**src/rtl/cfgx_pkg.sv**
```systemverilog
package cfgx_pkg;
    localparam int CFG_W     = 32;
    localparam int WIN_W     = 16;
    localparam int MAP_LO_W  = CFG_W - WIN_W;
    localparam int IDSEL_LSB = 11;
    localparam int IDSEL_W   = CFG_W - IDSEL_LSB;
    localparam int DEV_W     = $clog2(IDSEL_W);
    localparam int FN_LSB    = 8;
    localparam int FN_W      = 3;
    localparam int REG_W     = 8;
    localparam int BUS_W     = 8;
    localparam int BUS_LSB   = 16;
    localparam int UNSUP_BIT = 16;
    localparam int LANES     = CFG_W / 8;
    localparam int PAD_W     = CFG_W - 1 - BUS_LSB - BUS_W;

    typedef enum logic [1:0] {
        SZ_B1  = 2'd0,
        SZ_B2  = 2'd1,
        SZ_B4  = 2'd2,
        SZ_BAD = 2'd3
    } size_e;

    typedef struct packed {
        logic             valid;
        logic             go;
        logic [CFG_W-1:0] addr;
        logic             write;
        logic [1:0]       size;
        logic [CFG_W-1:0] rdata;
        logic             rejected;
        logic             unsup;
        logic             idsel_err;
        logic             subword;
        logic             clr;
    } result_s;
endpackage

```
**src/rtl/cfgx_ctz.sv**
```systemverilog
module cfgx_ctz #(
    parameter int W  = 21,
    parameter int OW = $clog2(W)
) (
    input  logic [W-1:0]  vec,
    output logic [OW-1:0] idx,
    output logic          none
);
    logic [W:0]   clear_below;
    logic [W-1:0] first;

    assign clear_below[0] = 1'b1;

    for (genvar i = 0; i < W; i++) begin : g_chain
        assign clear_below[i+1] = clear_below[i] & ~vec[i];
        assign first[i]         = vec[i] & clear_below[i];
    end

    always_comb begin
        idx = '0;
        for (int i = 0; i < W; i++) begin
            if (first[i]) idx = idx | OW'(i);
        end
    end

    assign none = clear_below[W];
endmodule

```
**src/rtl/cfgx_fill.sv**
```systemverilog
module cfgx_fill
    import cfgx_pkg::*;
(
    input  logic [1:0]       size,
    output logic [CFG_W-1:0] mask
);
    size_e sz;
    assign sz = size_e'(size);

    for (genvar k = 0; k < LANES; k++) begin : g_lane
        logic lane_on;
        always_comb begin
            unique case (sz)
                SZ_B1:   lane_on = (k == 0);
                SZ_B2:   lane_on = (k < 2);
                default: lane_on = 1'b1;
            endcase
        end
        assign mask[8*k +: 8] = {8{lane_on}};
    end
endmodule

```
**src/rtl/cfgx_decode.sv**
```systemverilog
module cfgx_decode
    import cfgx_pkg::*;
(
    input  logic             write,
    input  logic [1:0]       size,
    input  logic [WIN_W-1:0] win_addr,
    input  logic [CFG_W-1:0] map,
    input  logic [BUS_W-1:0] bus,
    output result_s          res
);
    logic [CFG_W-1:0]   mid_addr;
    logic [IDSEL_W-1:0] sel_field;
    logic [DEV_W-1:0]   dev_num;
    logic               sel_empty;
    logic [CFG_W-1:0]   ones_fill;
    logic               size_bad;
    logic               is_unsup;
    logic               reject;
    logic [CFG_W-1:0]   unused_map;

    assign mid_addr   = {map[MAP_LO_W-1:0], win_addr};
    assign sel_field  = mid_addr[CFG_W-1:IDSEL_LSB];
    assign unused_map = map;

    cfgx_ctz #(.W(IDSEL_W), .OW(DEV_W)) u_ctz (
        .vec  (sel_field),
        .idx  (dev_num),
        .none (sel_empty)
    );

    cfgx_fill u_fill (
        .size (size),
        .mask (ones_fill)
    );

    assign is_unsup = map[UNSUP_BIT];
    assign size_bad = (size_e'(size) == SZ_BAD);
    assign reject   = is_unsup | size_bad | sel_empty;

    always_comb begin
        res           = '0;
        res.write     = write;
        res.size      = size;
        res.unsup     = is_unsup;
        res.idsel_err = ~is_unsup & sel_empty;
        res.rejected  = reject;
        res.subword   = |win_addr[1:0];
        res.go        = ~reject;
        res.clr       = ~reject;
        if (!reject) begin
            res.addr = {1'b1, {PAD_W{1'b0}}, bus, dev_num,
                        mid_addr[FN_LSB +: FN_W], mid_addr[REG_W-1:0]};
        end
        if (reject && !write) begin
            res.rdata = ones_fill;
        end
    end
endmodule

```
**src/rtl/cfgx_translator.sv**
```systemverilog
module cfgx_translator
    import cfgx_pkg::*;
(
    input  logic                 clk,
    input  logic                 rst_n,
    input  logic                 req_valid,
    input  logic                 req_write,
    input  logic [1:0]           req_size,
    input  logic [WIN_W-1:0]     req_addr,
    input  logic [CFG_W-1:0]     map_reg,
    input  logic [BUS_W-1:0]     bus_num,
    output logic                 out_valid,
    output logic                 cfg_go,
    output logic [CFG_W-1:0]     cfg_addr,
    output logic                 cfg_write,
    output logic [1:0]           cfg_size,
    output logic [CFG_W-1:0]     rd_data,
    output logic                 rejected,
    output logic                 unsup,
    output logic                 idsel_err,
    output logic                 subword,
    output logic                 clr_abort
);
    result_s dec;
    result_s st_d, st_q;

    cfgx_decode u_dec (
        .write    (req_write),
        .size     (req_size),
        .win_addr (req_addr),
        .map      (map_reg),
        .bus      (bus_num),
        .res      (dec)
    );

    always_comb begin
        st_d       = st_q;
        st_d.valid = 1'b0;
        st_d.go    = 1'b0;
        st_d.clr   = 1'b0;
        if (req_valid) begin
            st_d       = dec;
            st_d.valid = 1'b1;
        end
    end

    always_ff @(posedge clk) begin
        if (!rst_n) st_q <= '0;
        else        st_q <= st_d;
    end

    assign out_valid = st_q.valid;
    assign cfg_go    = st_q.go;
    assign cfg_addr  = st_q.addr;
    assign cfg_write = st_q.write;
    assign cfg_size  = st_q.size;
    assign rd_data   = st_q.rdata;
    assign rejected  = st_q.rejected;
    assign unsup     = st_q.unsup;
    assign idsel_err = st_q.idsel_err;
    assign subword   = st_q.subword;
    assign clr_abort = st_q.clr;

    assert_valid_follows_req_R2: assert property (@(posedge clk) disable iff (!rst_n)
        req_valid |=> out_valid);

    assert_idle_quiet_R2: assert property (@(posedge clk) disable iff (!rst_n)
        !req_valid |=> !out_valid && !cfg_go && !clr_abort);

    assert_go_enable_R5: assert property (@(posedge clk) disable iff (!rst_n)
        cfg_go |-> cfg_addr[CFG_W-1] && cfg_addr[CFG_W-2 -: PAD_W] == '0);

    assert_dev_range_R4: assert property (@(posedge clk) disable iff (!rst_n)
        cfg_go |-> int'(cfg_addr[IDSEL_LSB +: DEV_W]) < IDSEL_W);

    assert_unsup_blocks_R6: assert property (@(posedge clk) disable iff (!rst_n)
        unsup |-> !cfg_go && !clr_abort && rejected);

    assert_clear_accepted_R8: assert property (@(posedge clk) disable iff (!rst_n)
        clr_abort |-> out_valid && !unsup && !idsel_err);

    assert_empty_sel_fill_R7: assert property (@(posedge clk) disable iff (!rst_n)
        out_valid && idsel_err && !cfg_write |-> rd_data[7:0] == 8'hFF);
endmodule

```
**config.mk**
```make
export PLATFORM = sky130hd
export DESIGN_NAME = cfgx_translator
export DESIGN_NICKNAME = d
export VERILOG_FILES = /design/src/rtl/cfgx_pkg.sv /design/src/rtl/cfgx_ctz.sv /design/src/rtl/cfgx_fill.sv /design/src/rtl/cfgx_decode.sv /design/src/rtl/cfgx_translator.sv
export SDC_FILE = /design/constraint.sdc
export NUM_CORES = 1
export LEC_CHECK = 0
export ABC_AREA = 0
export BUFFER_PORTS_ARGS = -buffer_cell sky130_fd_sc_hd__buf_2
export CAP_MARGIN = 20
export CORE_ASPECT_RATIO = 0.9
export CORE_MARGIN = 4
export CORE_UTILIZATION = 46
export CTS_BUF_LIST = sky130_fd_sc_hd__clkbuf_4 sky130_fd_sc_hd__clkbuf_8
export CTS_CLUSTER_SIZE = 28
export DETAILED_ROUTE_END_ITERATION = 16
export PLACE_DENSITY = 0.88
export REMOVE_ABC_BUFFERS = 1
export SLEW_MARGIN = 30
export SYNTH_ARGS = -nofsm -noshare
export SYNTH_HDL_FRONTEND = slang
export SYNTH_SLANG_ARGS = --single-unit
export TNS_END_PERCENT = 20
```
**constraint.sdc**
```tcl
create_clock -name clk -period 4.2 [get_ports clk]
set_input_delay 0.21 -clock clk [delete_from_list [all_inputs] [get_ports clk]]
set_output_delay 0.21 -clock clk [all_outputs]
set_load 0.01 [all_outputs]
```
==> flow_summary.toml <==
[worst_setup_path]
crit_chain = "buf_2, or4_1, nor4_4, a21boi_4, o32ai_1, and2_1"
required_ns = 4.42
path_delay_family = "simple AND/OR/NAND/NOR gates"
cp_num_buf_inv = 1
cp_data_arrival_time_ns = 1.96
setup.worst_path.start_class = "input port"
slowest_stage = "or4_1"
crit_start = "map_reg[3]"
r2r_slack_ns = 3.25
cpPeakStageDelay_ns = 0.63
r2r-start = "rd_data[30]"
worstRegToRegCells = 3
end_kind = "register"
cp_max_fo = 25
setup.worst_path.class = "in -> reg"
r2r-end = "rd_data[30]"

[place]
port_buffers = 113
routabilityCongestion = 0.732
hpwl_mm = 3.54

[worst_hold_path]
hp-class = "in -> reg"
min_path_cells = 3
hold_start = "req_addr[4]"
hold_path_end = "cfg_addr[4]"

[final_layout]
syn_to_final_growth_pct = 23.2
final_util_pct = 58.9
n_antenna_cell = 0
drive_above_1_share_pct = 40.6
fin_nets = 371

[drt]
wl_per_cell_um = 12.9
post-route-drc-count = 0
via_per_inst = 5.15
wl_mm = 4.63
drtIter0Drc = 66
final_antenna_net_count = 0
firstDrtPassIters = 4
routed-via-count = 1845

[timing]
hold_slack_ns = 0.163
max_freq_mhz = 574
worst_pin_slew_ns = 0.659
finalHoldViolations = 0
slew_headroom_pct = 55.9
setup_viol = 0
finalCritPeriodShare_pct = 41.5
timing.setup.tns_ns = 0
slew_violations = 0
fin_skew_ns = 0
fin_crit_ns = 1.74
rsz0062_at_grt = "false"

[die]
num_rows = 22
dieHeight_um = 70.0
core_mm2 = 0.00410
io-pin-count = 136
die_area_mm2 = 0.00538
die_w_um = 76.8
start_util_pct = 47.8

[yosys]
ys.flop_type = "dfxtp_1"
netlist_area_mm2 = 0.00196
async_reset_ff_share_pct = 0
synth-edff-count = 0
synth_seq_cells = 37
syn_inst = 233
yosysSeqAreaShare_pct = 37.8
yosys-top-cells-area = "dfxtp_1, buf_4, nand3b_1"
synth_warnings = 0
synth_top_cell_by_area = "dfxtp_1"
synthTopCellsByCount = "buf_4, dfxtp_1, nand2_1"
ys_types = 38
synth_top_area_share_pct = 37.8
avgSynthCellArea_um2 = 8.42

[cts]
cts_tree = "done"
cts_setup_buffers = 0
cts_buffers = 5
htreeDepth = 2
cts_resized = 0
clock_insertion_delay_worst_skew_ns = 0.28
clk_pin_slew_ns = 0.07
cts_sinks = 37
clockBufferDepth = 2
holdBufCountCts = 0
cts_root_buf = "clkbuf_8"

[global_routing]
use_met3_pct = 5.80
grt_pass1_wl_mm = 7.22
grt_pass1_vias = 1636
met2_usage_pct = 29.0
grt_max_degree = 43
track_usage_pct = 16.1
busiest_layer = "met2"
antenna_found_initial = 0
grt_overflow = 0
met1_usage_pct = 18.0

[power]
power.density_mw_per_mm2 = 333
leakagePower_nw = 1.30
ir_drop_uv = 241

[job]
cap_violations = 0

[status]
status = "finished clean"
worst reg2reg max path, stage by stage (launching register included):
cell,delay [ns]
dfxtp_1,0.56
inv_1,0.08
o32ai_1,0.11
and2_1,0.15
through the flow:
stage | instances | total power [W] | instance area [um^2] | worst slack (ns)
2_1_floorplan | 187 | 0.000427 | 1650 | 2.40
3_3_place_gp | 350 | 0.000496 | 2290 | 2.07
3_5_place_dp | 350 | 0.000500 | 2300 | 2.14
4_1_cts | 358 | 0.000818 | 2420 | 2.45
5_1_grt | 358 | 0.000845 | 2420 | 2.28
6_report | 358 | 0.000804 | 2420 | 2.46
metal layers:
metal  wire, um  vias to the layer above
li1           -                      925
met1       1890                      839
met2       2260                       76
met3        434                        5
met4         34                        0
met5          0                        -
registers in the layout (all words and copies together), names as in the netlist:
name and cells:
cfg_addr 25, rd_data 3, cfg_size 2, cfg_write 1
clr_abort 1, idsel_err 1, out_valid 1, rejected 1
subword 1, unsup 1
placed cells by master (no fill, tap or decap), types with 2 or more instances in the layout:
master,Yosys,layout
a21boi_0,4,4
a21oi_1,6,6
and2_1,4,4
and3b_1,2,2
buf_2,2,113
buf_4,37,2
clkbuf_8,0,6
conb_1,1,7
dfxtp_1,37,37
inv_1,8,8
mux2i_1,2,2
nand2_1,26,26
nand2b_1,5,5
nand3b_1,22,22
nand4_1,19,19
nand4b_1,2,2
nor2_1,10,10
nor2b_1,2,2
nor3_1,4,4
o21ai_0,5,5
o21bai_1,2,2
o32ai_1,3,3
or4_1,3,3
cell families (layout without fill, tap and decap cells):
kind of cell | Yosys count | count (layout) | share of synthesized area [%]
flip-flops | 37 | 37 | 37.8
AO/OA/AOI/OAI | 30 | 30 | 11.1
AND/OR/NAND/NOR | 103 | 103 | 31.3
other | 1 | 7 | 0.191
buffers and inverters | 60 | 131 | 18.7
multiplexers | 2 | 2 | 1.02
how the worst max path moves through the flow:
stage,end,slack [ns],cells past startpoint
2_1_floorplan,rd_data[15],2.40,5
3_5_place_dp,rd_data[15],2.14,6
6_report,rd_data[15],2.46,6
3_3_place_gp,rd_data[30],2.07,6
4_1_cts,rd_data[15],2.45,6
5_1_grt,rd_data[15],2.28,6
power by group:
part	switching, W	internal, W
Sequential	0.00000778	0.000364
Combinational	0.0000684	0.0000512
Clock	0.000120	0.000193
Total	0.000196	0.000608
cell type report:
cell class                 count  area, um^2
fill                         379        1690
timing repair buffer         115         581
clock buffer                   6        82.6
clock inverter                 2        37.5
inverter                       8        30.0
multi-input combinational    142         885
tap                           48        60.1
sequential                    37         741
Power figures use the tool's default switching activity.
